==> src/rtl/txs_pkg.sv <==
package txs_pkg;
    localparam int WORD_W    = 32;
    localparam int REC_BYTES = 14;
    localparam int REC_W     = REC_BYTES * 8;
    localparam int ID_BYTE   = 4;
    localparam int CTL_BYTE  = 6;
    localparam int FLAG_BYTE = 7;
    localparam int SEQ_BYTE  = 10;
    localparam int XTRA_BYTE = 12;
    localparam int FLG_ACK   = 0;
    localparam int FLG_PEND  = 5;
    localparam int FLG_NACK  = 7;
    localparam int MERGE_BIT = 24;

    typedef enum logic [2:0] {
        ST_IDLE,
        ST_RD_STAT,
        ST_RD_COMP,
        ST_EMIT,
        ST_FINISH
    } drain_st_e;
endpackage

==> src/rtl/txs_fmt.sv <==
module txs_fmt
    import txs_pkg::*;
(
    input  logic [WORD_W-1:0] stat_w,
    input  logic [WORD_W-1:0] comp_w,
    output logic [REC_W-1:0]  rec,
    output logic              pend
);
    logic [15:0] ctl;

    always_comb begin
        // control half-word: low nibble shifted down, companion flag merged at bit 3
        ctl = {stat_w[15:4], comp_w[MERGE_BIT], stat_w[3:1]};
        rec = '0;
        rec[ID_BYTE*8   +: 16] = stat_w[31:16];
        rec[CTL_BYTE*8  +: 16] = ctl;
        rec[SEQ_BYTE*8  +: 16] = comp_w[15:0];
        rec[XTRA_BYTE*8 +: 8]  = comp_w[23:16];
        pend = ctl[8 + FLG_PEND];
    end
endmodule

==> src/rtl/txs_dec.sv <==
module txs_dec
    import txs_pkg::*;
(
    input  logic [REC_W-1:0] rec,
    output logic [15:0]      id,
    output logic [3:0]       tries,
    output logic             ack,
    output logic             nack,
    output logic [15:0]      seq
);
    always_comb begin
        id    = {rec[(ID_BYTE+1)*8 +: 8], rec[ID_BYTE*8 +: 8]};
        tries = rec[CTL_BYTE*8 + 4 +: 4];
        ack   = rec[FLAG_BYTE*8 + FLG_ACK];
        nack  = rec[FLAG_BYTE*8 + FLG_NACK];
        seq   = {rec[(SEQ_BYTE+1)*8 +: 8], rec[SEQ_BYTE*8 +: 8]};
    end
endmodule

==> src/rtl/txs_satcnt.sv <==
module txs_satcnt #(
    parameter int W = 8
) (
    input  logic         clk,
    input  logic         rst_n,
    input  logic         clr,
    input  logic         inc,
    output logic [W-1:0] q
);
    localparam logic [W-1:0] MAXV = '1;

    always_ff @(posedge clk or negedge rst_n) begin
        if (!rst_n)                    q <= '0;
        else if (clr)                  q <= '0;
        else if (inc && (q != MAXV))   q <= q + 1'b1;
    end


    sat_hold_chk: assert property (@(posedge clk) disable iff (!rst_n)
        (q == MAXV) && !clr |=> (q == MAXV));


    cnt_step_chk: assert property (@(posedge clk) disable iff (!rst_n)
        !clr && !inc |=> $stable(q));
endmodule

==> src/rtl/txs_drain.sv <==
module txs_drain
    import txs_pkg::*;
#(
    parameter int                ADDR_W    = 12,
    parameter logic [ADDR_W-1:0] STAT_ADDR = 12'h170,
    parameter logic [ADDR_W-1:0] COMP_ADDR = 12'h174,
    parameter int                CNT_W     = 8
) (
    input  logic                clk,
    input  logic                rst_n,
    input  logic                start_i,
    output logic                rd_req_o,
    output logic [ADDR_W-1:0]   rd_addr_o,
    input  logic                rd_ack_i,
    input  logic [WORD_W-1:0]   rd_data_i,
    output logic                rec_valid_o,
    input  logic                rec_ready_i,
    output logic [REC_W-1:0]    rec_bytes_o,
    output logic [15:0]         rec_id_o,
    output logic [3:0]          rec_tries_o,
    output logic                rec_ack_o,
    output logic                rec_nack_o,
    output logic [15:0]         rec_seq_o,
    output logic                done_o,
    output logic [CNT_W-1:0]    emit_cnt_o,
    output logic [CNT_W-1:0]    drop_cnt_o
);
    drain_st_e          st_q, st_d;
    logic [WORD_W-1:0]  stat_q;
    logic [REC_W-1:0]   rec_q;
    logic [REC_W-1:0]   fmt_rec;
    logic               fmt_pend;
    logic               stat_hit, comp_hit;
    logic               cnt_clr, emit_inc, drop_inc;

    txs_fmt u_fmt (
        .stat_w (stat_q),
        .comp_w (rd_data_i),
        .rec    (fmt_rec),
        .pend   (fmt_pend)
    );

    assign stat_hit = (st_q == ST_RD_STAT) && rd_ack_i;
    assign comp_hit = (st_q == ST_RD_COMP) && rd_ack_i;
    assign cnt_clr  = (st_q == ST_IDLE) && start_i;
    assign emit_inc = (st_q == ST_EMIT) && rec_ready_i;
    assign drop_inc = comp_hit && fmt_pend;

    // state register
    always_ff @(posedge clk or negedge rst_n) begin
        if (!rst_n) st_q <= ST_IDLE;
        else        st_q <= st_d;
    end

    // next state
    always_comb begin
        st_d = st_q;
        unique case (st_q)
            ST_IDLE:    if (start_i) st_d = ST_RD_STAT;
            ST_RD_STAT: if (rd_ack_i) st_d = rd_data_i[0] ? ST_RD_COMP : ST_FINISH;
            ST_RD_COMP: if (rd_ack_i) st_d = fmt_pend ? ST_RD_STAT : ST_EMIT;
            ST_EMIT:    if (rec_ready_i) st_d = ST_RD_STAT;
            ST_FINISH:  st_d = ST_IDLE;
            default:    st_d = ST_IDLE;
        endcase
    end

    // outputs
    always_comb begin
        rd_req_o    = (st_q == ST_RD_STAT) || (st_q == ST_RD_COMP);
        rd_addr_o   = (st_q == ST_RD_COMP) ? COMP_ADDR : STAT_ADDR;
        rec_valid_o = (st_q == ST_EMIT);
        done_o      = (st_q == ST_FINISH);
    end

    // captured words
    always_ff @(posedge clk or negedge rst_n) begin
        if (!rst_n) begin
            stat_q <= '0;
            rec_q  <= '0;
        end else begin
            if (stat_hit)              stat_q <= rd_data_i;
            if (comp_hit && !fmt_pend) rec_q  <= fmt_rec;
        end
    end

    assign rec_bytes_o = rec_q;

    txs_dec u_dec (
        .rec   (rec_q),
        .id    (rec_id_o),
        .tries (rec_tries_o),
        .ack   (rec_ack_o),
        .nack  (rec_nack_o),
        .seq   (rec_seq_o)
    );

    txs_satcnt #(.W(CNT_W)) u_emit_cnt (
        .clk (clk), .rst_n (rst_n), .clr (cnt_clr), .inc (emit_inc), .q (emit_cnt_o)
    );

    txs_satcnt #(.W(CNT_W)) u_drop_cnt (
        .clk (clk), .rst_n (rst_n), .clr (cnt_clr), .inc (drop_inc), .q (drop_cnt_o)
    );


    rd_hold_chk: assert property (@(posedge clk) disable iff (!rst_n)
        rd_req_o && !rd_ack_i |=> rd_req_o && $stable(rd_addr_o));


    comp_follows_chk: assert property (@(posedge clk) disable iff (!rst_n)
        rd_req_o && rd_ack_i && (rd_addr_o == STAT_ADDR) && rd_data_i[0]
        |=> rd_req_o && (rd_addr_o == COMP_ADDR));


    empty_stop_chk: assert property (@(posedge clk) disable iff (!rst_n)
        rd_req_o && rd_ack_i && (rd_addr_o == STAT_ADDR) && !rd_data_i[0] |=> done_o);


    done_pulse_chk: assert property (@(posedge clk) disable iff (!rst_n)
        done_o |=> !done_o && !rd_req_o && !rec_valid_o);


    no_pend_out_chk: assert property (@(posedge clk) disable iff (!rst_n)
        rec_valid_o |-> !rec_bytes_o[FLAG_BYTE*8 + FLG_PEND]);


    rec_hold_chk: assert property (@(posedge clk) disable iff (!rst_n)
        rec_valid_o && !rec_ready_i |=> rec_valid_o && $stable(rec_bytes_o));


    excl_chk: assert property (@(posedge clk) disable iff (!rst_n)
        !(rec_valid_o && rd_req_o));
endmodule

==> config.mk <==
export PLATFORM = sky130hd
export DESIGN_NAME = txs_drain
export DESIGN_NICKNAME = d
export VERILOG_FILES = /design/src/rtl/txs_pkg.sv /design/src/rtl/txs_fmt.sv /design/src/rtl/txs_dec.sv /design/src/rtl/txs_satcnt.sv /design/src/rtl/txs_drain.sv
export SDC_FILE = /design/constraint.sdc
export NUM_CORES = 1
export LEC_CHECK = 0
export BUFFER_PORTS_ARGS = -buffer_cell sky130_fd_sc_hd__buf_2
export CAP_MARGIN = 20
export CORE_ASPECT_RATIO = 1.5
export CORE_MARGIN = 2
export CORE_UTILIZATION = 45
export CTS_CLUSTER_SIZE = 40
export DETAILED_ROUTE_END_ITERATION = 10
export GPL_TIMING_DRIVEN = 0
export PLACE_DENSITY = 0.88
export SKIP_CTS_REPAIR_TIMING = 1
export SLEW_MARGIN = 20
export SYNTH_ARGS = -nofsm -noshare
export SYNTH_HDL_FRONTEND = slang
export SYNTH_SLANG_ARGS = --single-unit
==> constraint.sdc <==
create_clock -name clk -period 2.4 [get_ports clk]
set_input_delay 0.12 -clock clk [delete_from_list [all_inputs] [get_ports clk]]
set_output_delay 0.12 -clock clk [all_outputs]
set_load 0.02 [all_outputs]
==> results.ini, run 1 <==
[floorplan]
die_h_um=135
dieWidth_um=91.4
core_um2=11100
num_rows=47
dieArea_um2=12300
io_pins=218
start_util=0.464

[yosys]
ys_ff_latch=106
netlist_area_um2=5150
yosys.area.top_type=dfrtp_1
synth_area_leaders=dfrtp_1 (51%), mux2_2 (17%), buf_4 (15%), mux2_1 (1.7%), mux2i_1 (1.2%)
syn_area_per_cell_um2=12.8
synth_common_cells=buf_4 (106), dfrtp_1 (106), mux2_2 (80), mux2_1 (8)
synth.yosys.seq_area_share=0.515
yosysWarnings=0
yosysTopAreaCellShare=0.515
synth_edf_count=0
synth_ff_type=dfrtp_1
ys_types=41
synthArstFlopShare=1.00
synth_cells=404

[setup_path]
worstSetupPathType=flip-flop to flip-flop
r2r_start=st_q[0]
r2r_cells=5
cp_slowest_cell=dfrtp_1
cp.arrival_ns=2.03
cp_max_fo=10
crit_top_cell=buf_6
rr_endpoint=rec_bytes_o[101]
critPathLaunchType=flip-flop
timing.critical_path.to=rec_bytes_o[101]
r2r_slack_ns=0.59
worst_setup_path_end_kind=flip-flop
critical_path.startpoint=st_q[0]
worstPathCellList=and4bb_4 -> and2b_1 -> buf_6 -> buf_6 -> mux2_2
slowest_delay_ns=0.43
critPathRequiredTime_ns=2.62

[sta]
fmax_mhz=553
setup_violations=0
tns_ns=0
fin_crit_sh=0.753
rsz0062_at_grt=no
hold_violations=0
maxSlewViolCount=0
fin_worst_skew_ns=0.0117
holdWs_ns=0.00237
fin_crit_ns=1.81

[cts]
clockBufferDepth=2
cts_tree=built
clockRootBuffer=clkbuf_16
cts_made_buffers=9
clkLatencyLatePin_ns=0.34
htreeDepth=3
cts.sinks=106
clk_pin_slew_worst_paths_ns=0.08

[global_routing]
grt.overflow.total=0
grt.met3_usage=0.0452
grt.busiest_layer=met2
grt_usage=0.183
grt_pass1_wl_um=17900
use_met1=0.184
grt_start_max_net_pins=61
antenna_found_initial=0
grtUsageMet2=0.358
grt_pass1_vias=3636

[routing]
ant_nets=0
routed_via_density=4.63
route.detailed.drc=0
drt-initial-drc-count=120
vias=3638
drtPass1Iterations=4
totalWireLength_um=11700
wire_per_inst_um=14.9

[finish]
finalNetCount=673
utilization=0.603
fillers=888
regArea_um2=2650
drive_gt1_frac=0.576
n_antenna_cell=0
design_area_um2=6700
area_growth_pct=30.1
fin_cells=786
multi_input_area_um2=1850

[placed_design]
dp_hpwl_um=9080
portBuffers=150
dp_cells=767
placed_area_um2=6370
globalplace.congestion=0.752

[pwr]
peakVddDrop_uv=801
total_leakage_power_nw=3.58
p_per_area_nw_per_um2=1310

[hold_path]
min_path_type=primary input to flip-flop

[run_status]
status=complete, no violations

[job]
cap_violations=0

per-stage QoR:
| stage | power [mW] | setup slack (ns) |
|---|---|---|
| 6_report | 8.75 | 0.593 |
| 5_1_grt | 9.22 | 0.497 |
| 4_1_cts | 8.83 | 0.574 |
| 3_5_place_dp | 7.30 | 0.585 |
| 3_3_place_gp | 7.04 | 0.170 |
| 2_1_floorplan | 5.94 | 0.779 |
placed cells by master (no fill, tap or decap), drive strengths merged, types with 3 or more instances in the layout:
cell type    netlist  routed
or4                3       3
dfrtp            106     106
buf              118     269
nand4              3       3
mux2i              6       6
o21ai              3       3
nor2               7       7
nand2              7       7
o31ai              3       3
nand3              7       7
dlygate4sd3        0       3
and3               6       6
nor3               5       5
a211o              4       4
a21oi              5       5
mux2              88      88
inv                3       7
conb               2      67
nor3b              4       4
clkbuf             0       9
flip-flops by register name, summed over array words and instances, names as in the netlist:
register,cells
st_q,3
u_emit_cnt.q,8
rec_bytes_o,56
stat_q,31
u_drop_cnt.q,8
worst max-delay path, delay by kind of cell, from the launching register on:
family	cells	cell delay, ns
AND/OR/NAND/NOR	2	0.53
flip-flops	1	0.43
multiplexers	1	0.35
buffers and inverters	2	0.37
how the worst min path moves through the flow:
stage,cells after the start,end,from
3_3_place_gp,2,stat_q[30],rd_data_i[30]
2_1_floorplan,0,rec_bytes_o[100],rst_n
5_1_grt,2,stat_q[26],rd_data_i[26]
3_5_place_dp,1,stat_q[26],rst_n
6_report,2,rec_bytes_o[86],rd_data_i[6]
4_1_cts,1,stat_q[26],rst_n
metal layers:
layer | wire length, um | up-vias | part of all wire
li1 | - | 1691 | -
met1 | 4000 | 1779 | 0.34
met2 | 6710 | 151 | 0.57
met3 | 734 | 17 | 0.063
met4 | 238 | 0 | 0.020
met5 | 0 | - | 0
report_power, final:
part / total, mW / internal, mW / leakage (nW) / switching, mW
Clock: 1.51 / 0.828 / 0.153 / 0.679
Combinational: 4.13 / 1.89 / 2.12 / 2.25
Sequential: 3.11 / 2.58 / 1.31 / 0.537
Total: 8.75 / 5.29 / 3.58 / 3.46
area by class of cell:
type / count / area share
Tap cell: 147 / 0.0274
Clock buffer: 9 / 0.0336
Clock inverter: 7 / 0.0121
Buffer: 118 / 0.132
Multi-Input combinational cell: 242 / 0.276
Sequential cell: 106 / 0.396
Timing Repair Buffer: 154 / 0.122
Inverter: 3 / 0.00168
cells by family (layout without fill, tap and decap cells):
logic type,count (synthesis),count (layout),share of synthesized area
AO/OA/AOI/OAI,21,21,0.0306
XOR/XNOR,3,3,0.00510
adder cells (fa/ha/maj),2,2,0.00485
buffers and inverters,121,291,0.174
flip-flops,106,106,0.515
multiplexers,94,94,0.204
other,2,67,0.00146
AND/OR/NAND/NOR,55,55,0.0651
No activity file was read; power rests on OpenSTA's default activity.
==> run 2, diff against run 1 <==
--- a/config.mk
+++ b/config.mk
@@ -5,15 +5,16 @@
 export SDC_FILE = /design/constraint.sdc
 export NUM_CORES = 1
 export LEC_CHECK = 0
+export ABC_AREA = 1
 export BUFFER_PORTS_ARGS = -buffer_cell sky130_fd_sc_hd__buf_2
 export CAP_MARGIN = 20
 export CORE_ASPECT_RATIO = 1.5
 export CORE_MARGIN = 2
-export CORE_UTILIZATION = 45
+export CORE_UTILIZATION = 44
 export CTS_CLUSTER_SIZE = 40
 export DETAILED_ROUTE_END_ITERATION = 10
 export GPL_TIMING_DRIVEN = 0
-export PLACE_DENSITY = 0.88
+export PLACE_DENSITY = 0.89
 export SKIP_CTS_REPAIR_TIMING = 1
 export SLEW_MARGIN = 20
 export SYNTH_ARGS = -nofsm -noshare
==> constraint.sdc (replaced) <==
create_clock -name clk -period 1.5 [get_ports clk]
set_input_delay 0.075 -clock clk [delete_from_list [all_inputs] [get_ports clk]]
set_output_delay 0.075 -clock clk [all_outputs]
set_load 0.02 [all_outputs]
==> run 2 against run 1 <==
Net effect: non-clock buffer count up 10; die area up 7.7%; critical path type unchanged; highest routed layer unchanged; clock power up 63%; sequential cell count stayed put; final cell count is 27% higher; sequential share of layout area shrank 2.1 points; routed wire length is 7.0% higher; utilization down 1.3 points; critical endpoint is now rec_bytes_o[99]; global-route usage up 0.53 points; the run now ends with hold timing left; power is 59% higher; register-to-register slack lost 0.50 ns; synthesized area up 5.6%.
==> results.ini, run 2 <==
[yosys]
synthMuxAreaShare=0  ; -0.204
yosysTopAreaCellShare=0.487  ; -0.0274
ys_ff_latch=106  ; unchanged
synth.yosys.seq_area_share=0.487  ; -0.0274
synth_adder_area_share=0.00460  ; -0.000259
synth_most_common_cell=nand2_1
synth_cells=608  ; +50%
synth_ff_type=dfrtp_1
syn_area_per_cell_um2=8.95  ; -30%
yosysWarnings=0  ; unchanged
synth-xor-area-share=0.00804  ; +0.00295
synthArstFlopShare=1.00  ; unchanged
synth_edf_count=0  ; unchanged
yosys.area.top_type=dfrtp_1
synth_compound_area_frac=0.117  ; +0.0866
synth_area_leaders=dfrtp_1 (49%), buf_4 (15%), nand2_1 (8.3%), o21ai_2 (5.8%), inv_1 (5.2%)
ys_types=28  ; -32%
netlist_area_um2=5440  ; +5.6%
synthSimpleGateAreaFrac=0.147  ; +0.0816
synth_top_family_by_area=buffers and inverters
synth_common_cells=nand2_1 (121), buf_4 (107), dfrtp_1 (106), inv_1 (76), o21ai_1 (43)

[setup_path]
worst_setup_path_end_kind=flip-flop
critPathLaunchType=flip-flop
critPathRequiredTime_ns=1.71  ; -0.91 ns
cp.arrival_ns=1.61  ; -0.42 ns
cp_max_fo=10  ; unchanged
worstSetupPathType=flip-flop to flip-flop

[floorplan]
die_h_um=140  ; +3.8%
dieWidth_um=94.8  ; +3.8%
io_pins=218  ; unchanged
core_um2=12000  ; +8.1%
dieArea_um2=13300  ; +7.7%
start_util=0.453  ; -0.0107
num_rows=49  ; +4.3%

[placed_design]
dp_hpwl_um=9480  ; +4.5%
place_ws_ns=-0.0244  ; -0.609 ns
globalplace.congestion=0.782  ; +4.1%
portBuffers=150  ; unchanged

[finish]
multi_input_area_um2=1790  ; -2.9%
fillers=1058  ; +19%
regArea_um2=2650  ; about the same
largest_reg_flops=56  ; unchanged
layout_commonest_cell=buf_2
finalNetCount=880  ; +31%
drive_gt1_frac=0.407  ; -0.169
area_growth_pct=30.2  ; about the same
final_cell_mix=buf_2 (151), nand2_1 (119), buf_4 (107)

[sta]
fmax_mhz=712  ; +29%
tns_ns=0  ; unchanged
hold_violations=5  ; +5
holdWs_ns=-0.0135  ; -0.0159 ns
fin_crit_sh=0.936  ; +0.184
fin_crit_ns=1.40  ; -0.402 ns
maxSlewViolCount=0  ; unchanged
fin_worst_skew_ns=0.00890  ; -0.00282 ns
rsz0062_at_grt=yes
setup_violations=0  ; unchanged
fin_ws_ns=0.0955  ; -0.498 ns
relSlewSlack=0.648
tightest_slew_ns=0.528

[cts]
clockRootBuffer=clkbuf_16
cts_made_buffers=9  ; unchanged
cts_tree=built
clk_pin_slew_worst_paths_ns=0.07  ; about the same
clockBufferDepth=2  ; unchanged
cts.sinks=106  ; unchanged
clkLatencyLatePin_ns=0.34  ; about the same
htreeDepth=3  ; unchanged

[routing]
route.detailed.drc=0  ; unchanged
drt-initial-drc-count=171  ; +43%
totalWireLength_um=12500  ; +7.0%
ant_nets=0  ; unchanged
routed.top_layer=met4
routed_via_density=4.40  ; -5.0%
wire_per_inst_um=12.5  ; -16%
wl_met1_um=4810  ; +20%
dr_wl_met3_um=726  ; -1.1%
drtPass1Iterations=4  ; unchanged
routed-wl-met2_um=6800  ; +1.3%
vias=4396  ; +21%

[global_routing]
grt_pass1_wl_um=19900  ; +11%
antenna_found_initial=1  ; +1
grt_pass1_vias=4064  ; +12%
grt_usage=0.189  ; +0.00529
grt.overflow.total=0  ; unchanged
grt_start_max_net_pins=69  ; +13%

[pwr]
seqPwrFrac=0.348  ; -0.008
p_per_area_nw_per_um2=1960  ; +50%
peakVddDrop_uv=969  ; +21%
pwr-share-comb=0.475  ; +0.003
power.share.clock=0.177  ; +0.005
internal_power_mw=8.03  ; +52%
switching_share=0.422  ; +0.0265
power_switching_mw=5.86  ; +69%
total_leakage_power_nw=4.13  ; +15%

[run_status]
status=finished, violations left
violations=hold timing

[hold_path]
min_path_type=primary input to flip-flop

[job]
cap_violations=0  ; unchanged

==> run 2: critical path, stage by stage, from the launching register on <==
cell     delay, ns
dfrtp_1       0.39
inv_2         0.13
nand2_2       0.08
nor2_4        0.15
nand3_4       0.11
buf_12        0.17
buf_6         0.15
nand2_1       0.06
o21ai_1       0.06
==> run 2: logic make-up after synthesis <==
family	Yosys count
compound gates	99
xor+xnor	5
fa+ha+maj	2
buf+inv	205
flops	106
other cells	2
simple gates	189
==> run 2: layout make-up <==
class / count / share of cell area
sequential: 106 / 0.375
multi-input combinational: 363 / 0.253
buffer: 126 / 0.142
timing repair buffer: 156 / 0.117
inverter: 79 / 0.0419
clock buffer: 11 / 0.0357
tap: 153 / 0.0270
clock inverter: 5 / 0.00848
antenna: 1 / 0.000353
==> run 2: power by group through the flow <==
stage / clock [mW] / sequential, mW / combinational (mW)
5_1_grt: 2.64 / 4.97 / 7.21
3_3_place_gp: 0 / 4.81 / 6.39
4_1_cts: 2.51 / 4.83 / 6.61
3_5_place_dp: 0 / 4.87 / 6.59
2_1_floorplan: 0 / 5.64 / 3.78
6_report: 2.46 / 4.84 / 6.60
==> run 2: metal layers <==
layer	up-vias	GRT usage
met1	2047	0.219
met3	12	0.0307
met2	146	0.349
li1	2191	-
met4	0	0.0572
met5	-	0
==> run 2: path summary, 6_finish.rpt <==
check	start	endpoint	slack [ns]	cells after the start
setup reg to reg	st_q[2]	rec_bytes_o[99]	0.1	8
hold / removal	rd_data_i[31]	stat_q[31]	-0.01	3
min in group asynchronous	rst_n	u_drop_cnt.q[5]	0.21	2
setup / recovery	st_q[2]	rec_bytes_o[99]	0.1	8
max in group asynchronous	rst_n	rec_bytes_o[32]	0.65	3
hold reg to reg	rec_bytes_o[61]	rec_bytes_o[61]	0.46	2
==> run 2: through the flow <==
stage	cells	total power, mW	utilization	area [um2]
after detailed placement	977	11.5	0.555	6660
after CTS	993	14.0	0.581	6980
final	1000	13.9	0.590	7090
after global placement	976	11.2	0.552	6630
after floorplan	673	9.42	-	5690
after global routing	999	14.8	0.589	7080
==> run 3, diff against run 2 <==
--- a/config.mk
+++ b/config.mk
@@ -5,13 +5,12 @@
 export SDC_FILE = /design/constraint.sdc
 export NUM_CORES = 1
 export LEC_CHECK = 0
-export ABC_AREA = 1
-export BUFFER_PORTS_ARGS = -buffer_cell sky130_fd_sc_hd__buf_2
+export BUFFER_PORTS_ARGS = -buffer_cell sky130_fd_sc_hd__clkbuf_2
 export CAP_MARGIN = 20
 export CORE_ASPECT_RATIO = 1.5
 export CORE_MARGIN = 2
 export CORE_UTILIZATION = 44
-export CTS_CLUSTER_SIZE = 40
+export CTS_CLUSTER_SIZE = 28
 export DETAILED_ROUTE_END_ITERATION = 10
 export GPL_TIMING_DRIVEN = 0
 export PLACE_DENSITY = 0.89
==> run 3 against run 2 <==
Net effect: the flow finishes with violations (setup timing); critical path type unchanged; fmax shrank 19%; clock skew grew 0.0023 ns; global-route usage shrank 1.5 points; die area shrank 5.1%; sequential share of layout area shrank 1.2 points; hold slack gained 0.015 ns; final cell count shrank 16%; worst setup slack lost 0.33 ns; via count shrank 11%; cell area grew 3.7%; count of clock-buffer cells in the layout shrank 1; register-to-register slack lost 0.33 ns.
==> results.ini, run 3 (synthesis results as in run 1) <==
[run_status]
status=finished, violations left
violations=setup timing

[finish]
layout_commonest_cell=clkbuf_2
n_antenna_cell=0  ; -1
drive_gt1_frac=0.608  ; +0.202
finalNetCount=723  ; -18%
area_growth_pct=42.6
largest_reg_flops=56  ; unchanged
final_cell_mix=clkbuf_2 (145), buf_4 (128), dfrtp_1 (96)
fin_cells=839  ; -16%

[placed_design]
globalplace.congestion=0.767  ; -2.0%
portBuffers=150  ; unchanged
dp_hpwl_um=8540  ; -9.9%
dp_cells=770  ; -21%

[cts]
cts.sinks=106  ; unchanged
cts_made_buffers=9  ; unchanged
clk_pin_slew_worst_paths_ns=0.07  ; about the same
cts_tree=built
clockBufferDepth=2  ; unchanged
clkLatencyLatePin_ns=0.34  ; about the same
clockRootBuffer=clkbuf_16
htreeDepth=3  ; unchanged

[sta]
fin_crit_ns=1.74  ; +0.331 ns
rsz0062_at_grt=yes
fmax_mhz=576  ; -19%
maxSlewViolCount=0  ; unchanged
setup_violations=103  ; +103
fin_worst_skew_ns=0.0112  ; +0.00229 ns
fin_ws_ns=-0.235  ; -0.331 ns
holdWs_ns=0.00162  ; +0.0151 ns
fin_crit_sh=1.16  ; +0.220
tns_ns=-14.97  ; -14.97 ns
hold_violations=0  ; -5

[global_routing]
grt_pass1_wl_um=17600  ; -12%
grt_usage=0.174  ; -0.0147
grt_pass1_vias=3676  ; -9.5%
antenna_found_initial=0  ; -1
grt.overflow.total=0  ; unchanged
grt_start_max_net_pins=97  ; +41%

[floorplan]
core_um2=11500  ; -4.5%
dieWidth_um=92.4  ; -2.6%
die_h_um=137  ; -2.6%
start_util=0.449  ; -0.00376
num_rows=48  ; -2.0%
dieArea_um2=12600  ; -5.1%
io_pins=218  ; unchanged

[job]
cap_violations=0  ; unchanged

[setup_path]
worst_setup_path_end_kind=flip-flop
critPathLaunchType=flip-flop
cp.arrival_ns=1.96  ; +0.35 ns
cp_max_fo=10  ; unchanged
worstSetupPathType=flip-flop to flip-flop
critPathRequiredTime_ns=1.72  ; about the same

[hold_path]
min_path_type=primary input to flip-flop

[routing]
drtPass1Iterations=5  ; +1
route.detailed.drc=0  ; unchanged
ant_nets=0  ; unchanged
vias=3901  ; -11%
wire_per_inst_um=15.0  ; +20%
drt-initial-drc-count=104  ; -39%
routed_via_density=4.65  ; +5.8%
totalWireLength_um=12500  ; +0.37%

[pwr]
p_per_area_nw_per_um2=1950  ; -0.42%
peakVddDrop_uv=1110  ; +15%
total_leakage_power_nw=3.80  ; -8.0%

run 3: changes by cell type in the layout (fill, tap and decap cells not counted), sizes merged, moves of 4 or more:
cell         before  now
o21ai            89    3
mux2              0   88
inv              81    5
nor2             24    7
nand3            33    7
dlygate4sd3       4   30
buf             276  144
nor3b             0    4
a211o             0    4
mux2i             0    6
and3              0    6
nand2           125    7
clkbuf           13  158
run 3: per-stage QoR:
stage	util	total power, mW	worst slack, ns	area (um2)
6_report	0.641	14.4	-0.235	7350
5_1_grt	0.641	15.1	-0.283	7350
4_1_cts	0.583	14.0	-0.335	6690
3_5_place_dp	0.559	11.7	-0.315	6410
3_3_place_gp	0.556	11.3	-1.10	6380
2_1_floorplan	-	9.55	-0.114	5440
run 3: final timing paths:
path,slack [ns],cells past startpoint,startpoint,end
min in group asynchronous,0.12,2,rst_n,rec_bytes_o[85]
min,0.002,2,rd_data_i[1],stat_q[1]
min reg2reg,0.50,1,rec_bytes_o[99],rec_bytes_o[99]
max reg2reg,-0.24,5,st_q[0],rec_bytes_o[87]
max in group asynchronous,0.68,3,rst_n,u_emit_cnt.q[5]
max,-0.24,5,st_q[0],rec_bytes_o[87]
run 3: power breakdown:
group          internal, mW  switching [mW]  total, mW  leakage, nW
Combinational          3.35            3.75       7.09         2.37
Clock                  1.15            1.08       2.23        0.131
Sequential             4.13           0.901       5.03         1.29
Total                  8.63            5.73       14.4         3.80
run 3: area by class of cell:
class,instances,area [um2]
Tap cell,150,188
Fill cell,847,4120
Inverter,3,11.3
Clock buffer,10,229
Sequential cell,106,2670
Multi-Input combinational cell,242,1950
Buffer,118,965
Clock inverter,6,48.8
Timing Repair Buffer,204,1290
run 3: worst max-delay path, cell delays in order, from the launching register on:
cell and delay (ns):
dfrtp_2 0.43, and4bb_4 0.36, and2b_2 0.19, buf_6 0.15, buf_8 0.15, mux2_1 0.34
run 3: routing by layer:
layer / up-vias / part of all wire / GRT usage
met4: 0 / 0.016 / 0.0655
met1: 1919 / 0.35 / 0.190
met3: 21 / 0.065 / 0.0352
met5: - / 0 / 0
met2: 161 / 0.57 / 0.329
li1: 1800 / - / -
